**src/rtl/page_xlate_pkg.sv**
```systemverilog
`timescale 1ns/1ps
package page_xlate_pkg;

    typedef enum logic [1:0] {
        FLT_NONE     = 2'd0,
        FLT_LENGTH   = 2'd1,
        FLT_INVALID  = 2'd2,
        FLT_READONLY = 2'd3
    } fault_e;

    typedef enum logic [1:0] {
        ST_IDLE  = 2'd0,
        ST_FETCH = 2'd1,
        ST_WAIT  = 2'd2
    } xl_state_e;

    // Page-table entry layout
    localparam int PTE_VALID_BIT = 0;
    localparam int PTE_RO_BIT    = 1;
    localparam int PTE_FRAME_LSB = 2;

    // Permission outcome shared by cache-hit and table-read paths
    function automatic fault_e perm_fault(input logic valid, input logic ro, input logic wr);
        if (!valid)
            return FLT_INVALID;
        else if (ro && wr)
            return FLT_READONLY;
        else
            return FLT_NONE;
    endfunction

endpackage

```
**src/rtl/event_counter.sv**
```systemverilog
`timescale 1ns/1ps
module event_counter #(
    parameter int W = 16
) (
    input  logic         clk,
    input  logic         rst,
    input  logic         inc,
    output logic [W-1:0] count
);
    logic [W-1:0] cnt_q;

    always_ff @(posedge clk) begin
        if (rst)
            cnt_q <= '0;
        else if (inc)
            cnt_q <= cnt_q + 1'b1;
    end

    assign count = cnt_q;

    // each counted event advances the tally by exactly one
    assert_count_step_R3: assert property (@(posedge clk) disable iff (rst)
        inc |=> (count == $past(count) + 1'b1));

    assert_count_hold_R5: assert property (@(posedge clk) disable iff (rst)
        !inc |=> $stable(count));

endmodule

```
**src/rtl/tlb_cam.sv**
```systemverilog
`timescale 1ns/1ps
module tlb_cam #(
    parameter int VPN_W   = 8,
    parameter int FRAME_W = 8,
    parameter int N       = 4
) (
    input  logic               clk,
    input  logic               rst,
    input  logic               flush,
    input  logic [VPN_W-1:0]   lk_vpn,
    output logic               lk_hit,
    output logic [FRAME_W-1:0] lk_frame,
    output logic               lk_ro,
    input  logic               fill_en,
    input  logic [VPN_W-1:0]   fill_vpn,
    input  logic [FRAME_W-1:0] fill_frame,
    input  logic               fill_ro
);
    localparam int IDX_W = (N > 1) ? $clog2(N) : 1;

    logic [N-1:0]       valid_q;
    logic [VPN_W-1:0]   vpn_q   [N];
    logic [FRAME_W-1:0] frame_q [N];
    logic [N-1:0]       ro_q;
    logic [IDX_W-1:0]   ptr_q;
    logic [N-1:0]       match;

    // Parallel compare, one comparator per slot
    for (genvar g = 0; g < N; g++) begin : g_cmp
        assign match[g] = valid_q[g] && (vpn_q[g] == lk_vpn);
    end

    always_comb begin
        lk_hit   = 1'b0;
        lk_frame = '0;
        lk_ro    = 1'b0;
        for (int i = 0; i < N; i++) begin
            if (match[i]) begin
                lk_hit   = 1'b1;
                lk_frame = lk_frame | frame_q[i];
                lk_ro    = lk_ro | ro_q[i];
            end
        end
    end

    always_ff @(posedge clk) begin
        if (rst) begin
            valid_q <= '0;
            ro_q    <= '0;
            ptr_q   <= '0;
            for (int i = 0; i < N; i++) begin
                vpn_q[i]   <= '0;
                frame_q[i] <= '0;
            end
        end else if (flush) begin
            valid_q <= '0;
        end else if (fill_en) begin
            valid_q[ptr_q] <= 1'b1;
            vpn_q[ptr_q]   <= fill_vpn;
            frame_q[ptr_q] <= fill_frame;
            ro_q[ptr_q]    <= fill_ro;
            ptr_q          <= (ptr_q == IDX_W'(N - 1)) ? '0 : ptr_q + 1'b1;
        end
    end

    // fills only follow misses, so no page occupies two slots
    assert_single_match_R9: assert property (@(posedge clk) disable iff (rst)
        $onehot0(match));

    // after a flush cycle no slot is usable
    assert_flush_empty_R10: assert property (@(posedge clk) disable iff (rst)
        flush |=> (valid_q == '0));

    // a fill (not overridden by flush) is visible on the next lookup of that page
    assert_fill_lands_R9: assert property (@(posedge clk) disable iff (rst)
        (fill_en && !flush) |=> (valid_q != '0));

endmodule

```
**src/rtl/pte_check.sv**
```systemverilog
`timescale 1ns/1ps
module pte_check
    import page_xlate_pkg::*;
#(
    parameter int FRAME_W = 8,
    localparam int PTE_W = FRAME_W + 2
) (
    input  logic [PTE_W-1:0]   pte,
    input  logic               is_write,
    output fault_e             fault,
    output logic [FRAME_W-1:0] frame,
    output logic               ro
);
    assign frame = pte[PTE_FRAME_LSB +: FRAME_W];
    assign ro    = pte[PTE_RO_BIT];
    assign fault = perm_fault(pte[PTE_VALID_BIT], pte[PTE_RO_BIT], is_write);
endmodule

```
**src/rtl/xlate_ctrl.sv**
```systemverilog
`timescale 1ns/1ps
module xlate_ctrl
    import page_xlate_pkg::*;
#(
    parameter int VA_W      = 16,
    parameter int OFF_W     = 8,
    parameter int FRAME_W   = 8,
    parameter int PT_ADDR_W = 16,
    localparam int VPN_W = VA_W - OFF_W,
    localparam int LEN_W = VPN_W + 1,
    localparam int PA_W  = FRAME_W + OFF_W,
    localparam int PTE_W = FRAME_W + 2
) (
    input  logic                 clk,
    input  logic                 rst,
    input  logic                 flush,
    input  logic                 req_valid,
    input  logic                 req_write,
    input  logic [VA_W-1:0]      req_vaddr,
    output logic                 req_ready,
    input  logic [PT_ADDR_W-1:0] pt_base,
    input  logic [LEN_W-1:0]     pt_len,
    output logic [VPN_W-1:0]     lk_vpn,
    input  logic                 lk_hit,
    input  logic [FRAME_W-1:0]   lk_frame,
    input  logic                 lk_ro,
    output logic                 fill_en,
    output logic [VPN_W-1:0]     fill_vpn,
    output logic [FRAME_W-1:0]   fill_frame,
    output logic                 fill_ro,
    output logic                 mem_rd_en,
    output logic [PT_ADDR_W-1:0] mem_rd_addr,
    input  logic                 mem_rd_valid,
    input  logic [PTE_W-1:0]     mem_rd_data,
    output logic                 resp_valid,
    output logic                 resp_hit,
    output fault_e               resp_fault,
    output logic [PA_W-1:0]      resp_paddr,
    output logic                 hit_inc,
    output logic                 miss_inc
);
    xl_state_e          state_q;
    logic [VPN_W-1:0]   vpn_q;
    logic [OFF_W-1:0]   off_q;
    logic               wr_q;

    logic               accept;
    logic               len_bad;
    logic [VPN_W-1:0]   req_vpn;
    logic [OFF_W-1:0]   req_off;
    fault_e             hit_fault;
    fault_e             pte_fault;
    logic [FRAME_W-1:0] pte_frame;
    logic               pte_ro;

    assign req_vpn   = req_vaddr[VA_W-1:OFF_W];
    assign req_off   = req_vaddr[OFF_W-1:0];
    assign req_ready = (state_q == ST_IDLE) && !flush;
    assign accept    = req_valid && req_ready;
    assign len_bad   = ({1'b0, req_vpn} >= pt_len);
    assign lk_vpn    = req_vpn;
    assign hit_fault = perm_fault(1'b1, lk_ro, req_write);

    assign hit_inc  = accept && !len_bad && lk_hit;
    assign miss_inc = accept && !len_bad && !lk_hit;

    pte_check #(.FRAME_W(FRAME_W)) u_chk (
        .pte      (mem_rd_data),
        .is_write (wr_q),
        .fault    (pte_fault),
        .frame    (pte_frame),
        .ro       (pte_ro)
    );

    assign mem_rd_en   = (state_q == ST_FETCH);
    assign mem_rd_addr = pt_base + PT_ADDR_W'(vpn_q);

    assign fill_en    = (state_q == ST_WAIT) && mem_rd_valid && (pte_fault == FLT_NONE);
    assign fill_vpn   = vpn_q;
    assign fill_frame = pte_frame;
    assign fill_ro    = pte_ro;

    always_ff @(posedge clk) begin
        if (rst) begin
            state_q    <= ST_IDLE;
            vpn_q      <= '0;
            off_q      <= '0;
            wr_q       <= 1'b0;
            resp_valid <= 1'b0;
            resp_hit   <= 1'b0;
            resp_fault <= FLT_NONE;
            resp_paddr <= '0;
        end else begin
            resp_valid <= 1'b0;
            unique case (state_q)
                ST_IDLE: begin
                    if (accept) begin
                        vpn_q <= req_vpn;
                        off_q <= req_off;
                        wr_q  <= req_write;
                        if (len_bad) begin
                            resp_valid <= 1'b1;
                            resp_hit   <= 1'b0;
                            resp_fault <= FLT_LENGTH;
                            resp_paddr <= '0;
                        end else if (lk_hit) begin
                            resp_valid <= 1'b1;
                            resp_hit   <= 1'b1;
                            resp_fault <= hit_fault;
                            resp_paddr <= (hit_fault == FLT_NONE) ? {lk_frame, req_off} : '0;
                        end else begin
                            state_q <= ST_FETCH;
                        end
                    end
                end
                ST_FETCH: state_q <= ST_WAIT;
                ST_WAIT: begin
                    if (mem_rd_valid) begin
                        state_q    <= ST_IDLE;
                        resp_valid <= 1'b1;
                        resp_hit   <= 1'b0;
                        resp_fault <= pte_fault;
                        resp_paddr <= (pte_fault == FLT_NONE) ? {pte_frame, off_q} : '0;
                    end
                end
                default: state_q <= ST_IDLE;
            endcase
        end
    end

    // out-of-range page answered next cycle with a length fault
    assert_len_fault_R5: assert property (@(posedge clk) disable iff (rst)
        (accept && len_bad) |=> (resp_valid && resp_fault == FLT_LENGTH && resp_paddr == '0));

    // a cache hit answers in the following cycle
    assert_hit_latency_R3: assert property (@(posedge clk) disable iff (rst)
        hit_inc |=> (resp_valid && resp_hit));

    // the table read strobe lasts a single cycle
    assert_rd_pulse_R4: assert property (@(posedge clk) disable iff (rst)
        mem_rd_en |=> !mem_rd_en);

    // a miss holds off further requests
    assert_busy_R11: assert property (@(posedge clk) disable iff (rst)
        miss_inc |=> !req_ready);

    // successful results keep the accepted offset
    assert_offset_R2: assert property (@(posedge clk) disable iff (rst)
        (resp_valid && resp_fault == FLT_NONE) |-> (resp_paddr[OFF_W-1:0] == off_q));

endmodule

```
**src/rtl/page_xlate_top.sv**
```systemverilog
`timescale 1ns/1ps
module page_xlate_top
    import page_xlate_pkg::*;
#(
    parameter int VA_W      = 16,
    parameter int OFF_W     = 8,
    parameter int FRAME_W   = 8,
    parameter int TLB_N     = 4,
    parameter int PT_ADDR_W = 16,
    parameter int CNT_W     = 16,
    localparam int VPN_W = VA_W - OFF_W,
    localparam int LEN_W = VPN_W + 1,
    localparam int PA_W  = FRAME_W + OFF_W,
    localparam int PTE_W = FRAME_W + 2
) (
    input  logic                 clk,
    input  logic                 rst,
    input  logic                 flush,
    input  logic                 req_valid,
    input  logic                 req_write,
    input  logic [VA_W-1:0]      req_vaddr,
    output logic                 req_ready,
    input  logic [PT_ADDR_W-1:0] pt_base,
    input  logic [LEN_W-1:0]     pt_len,
    output logic                 mem_rd_en,
    output logic [PT_ADDR_W-1:0] mem_rd_addr,
    input  logic                 mem_rd_valid,
    input  logic [PTE_W-1:0]     mem_rd_data,
    output logic                 resp_valid,
    output logic                 resp_hit,
    output logic [1:0]           resp_fault,
    output logic [PA_W-1:0]      resp_paddr,
    output logic [CNT_W-1:0]     hit_count,
    output logic [CNT_W-1:0]     miss_count
);
    logic [VPN_W-1:0]   lk_vpn;
    logic               lk_hit;
    logic [FRAME_W-1:0] lk_frame;
    logic               lk_ro;
    logic               fill_en;
    logic [VPN_W-1:0]   fill_vpn;
    logic [FRAME_W-1:0] fill_frame;
    logic               fill_ro;
    logic               hit_inc;
    logic               miss_inc;
    fault_e             fault_w;

    tlb_cam #(.VPN_W(VPN_W), .FRAME_W(FRAME_W), .N(TLB_N)) u_tlb (
        .clk        (clk),
        .rst        (rst),
        .flush      (flush),
        .lk_vpn     (lk_vpn),
        .lk_hit     (lk_hit),
        .lk_frame   (lk_frame),
        .lk_ro      (lk_ro),
        .fill_en    (fill_en),
        .fill_vpn   (fill_vpn),
        .fill_frame (fill_frame),
        .fill_ro    (fill_ro)
    );

    xlate_ctrl #(
        .VA_W(VA_W), .OFF_W(OFF_W), .FRAME_W(FRAME_W), .PT_ADDR_W(PT_ADDR_W)
    ) u_ctrl (
        .clk          (clk),
        .rst          (rst),
        .flush        (flush),
        .req_valid    (req_valid),
        .req_write    (req_write),
        .req_vaddr    (req_vaddr),
        .req_ready    (req_ready),
        .pt_base      (pt_base),
        .pt_len       (pt_len),
        .lk_vpn       (lk_vpn),
        .lk_hit       (lk_hit),
        .lk_frame     (lk_frame),
        .lk_ro        (lk_ro),
        .fill_en      (fill_en),
        .fill_vpn     (fill_vpn),
        .fill_frame   (fill_frame),
        .fill_ro      (fill_ro),
        .mem_rd_en    (mem_rd_en),
        .mem_rd_addr  (mem_rd_addr),
        .mem_rd_valid (mem_rd_valid),
        .mem_rd_data  (mem_rd_data),
        .resp_valid   (resp_valid),
        .resp_hit     (resp_hit),
        .resp_fault   (fault_w),
        .resp_paddr   (resp_paddr),
        .hit_inc      (hit_inc),
        .miss_inc     (miss_inc)
    );

    assign resp_fault = fault_w;

    event_counter #(.W(CNT_W)) u_hits (
        .clk(clk), .rst(rst), .inc(hit_inc), .count(hit_count)
    );

    event_counter #(.W(CNT_W)) u_misses (
        .clk(clk), .rst(rst), .inc(miss_inc), .count(miss_count)
    );

    // nothing is reported or requested straight out of reset
    assert_reset_quiet_R1: assert property (@(posedge clk)
        $past(rst) |-> (!resp_valid && !mem_rd_en));

endmodule

```
**config.mk**
```make
export PLATFORM = sky130hd
export DESIGN_NAME = page_xlate_top
export DESIGN_NICKNAME = d
export VERILOG_FILES = /design/src/rtl/page_xlate_pkg.sv /design/src/rtl/event_counter.sv /design/src/rtl/tlb_cam.sv /design/src/rtl/pte_check.sv /design/src/rtl/xlate_ctrl.sv /design/src/rtl/page_xlate_top.sv
export SDC_FILE = /design/constraint.sdc
export NUM_CORES = 1
export LEC_CHECK = 0
export ABC_AREA = 1
export BUFFER_PORTS_ARGS = -buffer_cell sky130_fd_sc_hd__buf_2
export CORE_MARGIN = 2
export CORE_UTILIZATION = 60
export DETAILED_ROUTE_END_ITERATION = 16
export PLACE_DENSITY_LB_ADDON = 0.25
export SLEW_MARGIN = 20
export SYNTH_ARGS = -nofsm -noshare
export SYNTH_HDL_FRONTEND = slang
export SYNTH_SLANG_ARGS = --single-unit
```
**constraint.sdc**
```tcl
create_clock -name clk -period 5.1 [get_ports clk]
set_input_delay 0.765 -clock clk [delete_from_list [all_inputs] [get_ports clk]]
set_output_delay 0.765 -clock clk [all_outputs]
set_load 0.02 [all_outputs]
```
==> flow_metrics.env <==
export IMPL_final_setup_tns_ns=0
export IMPL_finalSetupViolCount=0
export IMPL_post_cts_buffers=0
export IMPL_place_gp_congestion=0.923
export IMPL_yosysSeqAreaShare_pct=44.3
export IMPL_timing_hold_violations_final=0
export IMPL_power_total_mw=2.97
export IMPL_irDropWorstVdd_mv=0.263
export IMPL_die_h_um=119
export IMPL_ys_seq_elements=145
export IMPL_syn_avg_cell_area_um2=7.49
export IMPL_fill_cells=1083
export IMPL_grt_max_degree=36
export IMPL_p_per_area_nw_per_um2=316
export IMPL_synth_xor_area_share_pct=4.27
export IMPL_yosysWarnings=0
export IMPL_overflow=0
export IMPL_rsz0062_at_grt="false"
export IMPL_wire_per_inst_um=14.3
export IMPL_hpwl_mm=13.5
export IMPL_synth_area_um2=8000
export IMPL_setup_ws_ns=1.52
export IMPL_relSlewSlack_pct=36.7
export IMPL_cap_violations=0
export IMPL_pin_count=127
export IMPL_antenna_found_initial=0
export IMPL_r2r_end="u_tlb.vpn_q[0][1]"
export IMPL_nets=1270
export IMPL_dieArea_um2=14300
export IMPL_path_clk_slew_ns=0.05
export IMPL_cp_arrival_ns=2.81
export IMPL_wirelength_mm=19.7
export IMPL_min_path_cells=2
export IMPL_hold_class="reg2reg"
export IMPL_dpl_worst_slack_ns=1.52
export IMPL_reg2reg_slack_ns=2.16
export IMPL_cts_resized=0
export IMPL_synth_adder_area_share_pct=3.69
export IMPL_grt_busiest_layer="met2"
export IMPL_start_util_pct=60.9
export IMPL_std_cell_rows=42
export IMPL_fin_crit_ns=3.58
export IMPL_synth_top_family_by_area="simple AND/OR/NAND/NOR gates"
export IMPL_grt_pass1_vias=6965
export IMPL_cts_buffers=17
export IMPL_syn_to_final_growth_pct=17.3
export IMPL_synth_mux_area_share_pct=0
export IMPL_fmax_mhz=280
export IMPL_clockBufferDepth=2
export IMPL_mostFrequentLayoutCells="249 x nand2_1, 158 x nor2_1, 138 x inv_1"
export IMPL_post_drt_via_cell_ratio=5.32
export IMPL_port_buffers=126
export IMPL_critical_path_required_ns=4.34
export IMPL_cp_max_fo=3
export IMPL_rr_startpoint="u_ctrl.state_q[0]"
export IMPL_groute_layer_met3_usage_pct=6.37
export IMPL_synthSimpleGateAreaFrac_pct=30.7
export IMPL_ys_types=46
export IMPL_drt_first_pass_iters=5
export IMPL_first_iter_violations=521
export IMPL_worstHoldStart="u_ctrl.off_q[2]"
export IMPL_synth_compound_area_share_pct=8.10
export IMPL_tightest_slew_ns=0.949
export IMPL_route_detailed_drc=0
export IMPL_cts_tree="built"
export IMPL_status="completed"
export IMPL_track_usage_pct=28.2
export IMPL_skew_ns=0.00540
export IMPL_r2r_cells=11
export IMPL_leakage_nw=4.25
export IMPL_diodes=0
export IMPL_clock_sinks=145
export IMPL_clock_latency_ns=0.42
export IMPL_path_class="in2out"
export IMPL_startpoint_type="input pin"
export IMPL_core_area_um2=13100
export IMPL_met2_usage_pct=47.8
export IMPL_fin_crit_sh_pct=70.1
export IMPL_met1_usage_pct=34.8
export IMPL_fp_dieW_um=119
export IMPL_mostFrequentLayoutCell="nand2_1"
export IMPL_end_kind="output pin"
export IMPL_clock_root_buffer="clkbuf_16"
export IMPL_num_vias=7331
export IMPL_slew_violations=0
export IMPL_grt_pass1_wl_mm=31.9
export IMPL_ant_nets=0
export IMPL_cts_hold_repair_buffers=0
export IMPL_htree_levels=4
export IMPL_synthCells=1068
export IMPL_worstHoldEndpoint="u_ctrl.off_q[2]"
export IMPL_syn_num_nets=1148
export IMPL_drive_above_1_share_pct=16.8
-- worst max-delay path: stages --
cell      delay [ns]
buf_2           0.08
ha_1            0.15
inv_1           0.05
fa_1            0.40
nand3b_1        0.17
and2_1          0.20
o221ai_1        0.30
nand4_1         0.20
nor2_1          0.16
xor2_1          0.15
buf_2           0.18
-- registers in the layout, summed over array words and instances, names as in the netlist --
register / flops
u_tlb.ro_q: 4
u_tlb.frame_q: 32
u_ctrl.resp_hit: 1
u_ctrl.wr_q: 1
u_ctrl.fill_vpn: 8
u_ctrl.resp_fault: 2
u_tlb.valid_q: 4
u_ctrl.state_q: 2
u_tlb.ptr_q: 2
u_ctrl.off_q: 8
u_hits.count: 16
u_ctrl.resp_valid: 1
u_tlb.vpn_q: 32
u_ctrl.resp_paddr: 16
u_misses.count: 16
-- report_power, final --
part	internal (mW)	leakage, nW	switching [mW]
sequential	1.25	1.32	0.0203
combinational	0.111	2.63	0.237
clock	0.872	0.306	0.475
-- cell usage after synthesis, drive strengths merged --
cell type  count  area share, %
a21oi         82            5.2
a31oi          1          0.078
and2           1          0.078
and3           1          0.078
buf           14            1.2
clkbuf        14           0.66
clkinv         1          0.047
dfxtp         81             20
edfxtp        64             24
fa             1           0.25
ha            22            3.4
inv          148            7.0
nand2        258             13
nand3         78            5.2
nand3b         4           0.38
nand4         20            1.6
nor2         169            8.8
nor3          19            1.3
nor3b          3           0.41
nor4           4           0.31
o21a           1          0.094
o21ai         38            2.4
o221ai         1           0.11
o22ai          1          0.078
o31ai          1          0.094
or2            2           0.16
xnor2         13            1.4
xor2          26            2.8
-- kinds of logic (layout without fill, tap and decap cells) --
family | count (synthesis) | after routing
adder cells (fa/ha/maj) | 23 | 23
flip-flops | 145 | 145
AO/OA/AOI/OAI | 125 | 125
XOR/XNOR | 39 | 39
buffers and inverters | 177 | 311
AND/OR/NAND/NOR | 559 | 559
-- stage by stage --
stage                     instances  area, µm²  hold slack, ns  utilization, %
final                          1378       9380           0.455            71.4
after global routing           1378       9380           0.494            71.4
after CTS                      1378       9380           0.455            71.4
after detailed placement       1347       8750           0.446            66.6
after global placement         1347       8750           0.438            66.6
after floorplan                1068       8000           0.430               -
-- cell type report --
type | instances | area [µm²] | area share [%]
multi-input cells | 746 | 3760 | 40.0
flip-flops and latches | 145 | 3540 | 37.8
repair buffers | 131 | 668 | 7.12
inverters | 149 | 562 | 5.99
clock buffers | 19 | 443 | 4.72
well taps | 176 | 220 | 2.35
clock inverters | 12 | 189 | 2.01
-- metal layers --
metal | wire [µm] | vias to the layer above
met2 | 9480 | 272
met3 | 1490 | 37
li1 | - | 3679
met4 | 372 | 0
met5 | 0 | -
met1 | 8350 | 3343
-- worst max-delay path by stage --
stage	start	to	depth (start not counted)
after floorplan	pt_base[0]	mem_rd_addr[14]	9
after global placement	pt_base[0]	mem_rd_addr[14]	11
after detailed placement	pt_base[0]	mem_rd_addr[14]	11
after CTS	pt_base[0]	mem_rd_addr[14]	11
after global routing	pt_base[0]	mem_rd_addr[14]	11
final	pt_base[0]	mem_rd_addr[14]	11
(Power assumes the default switching activity.)
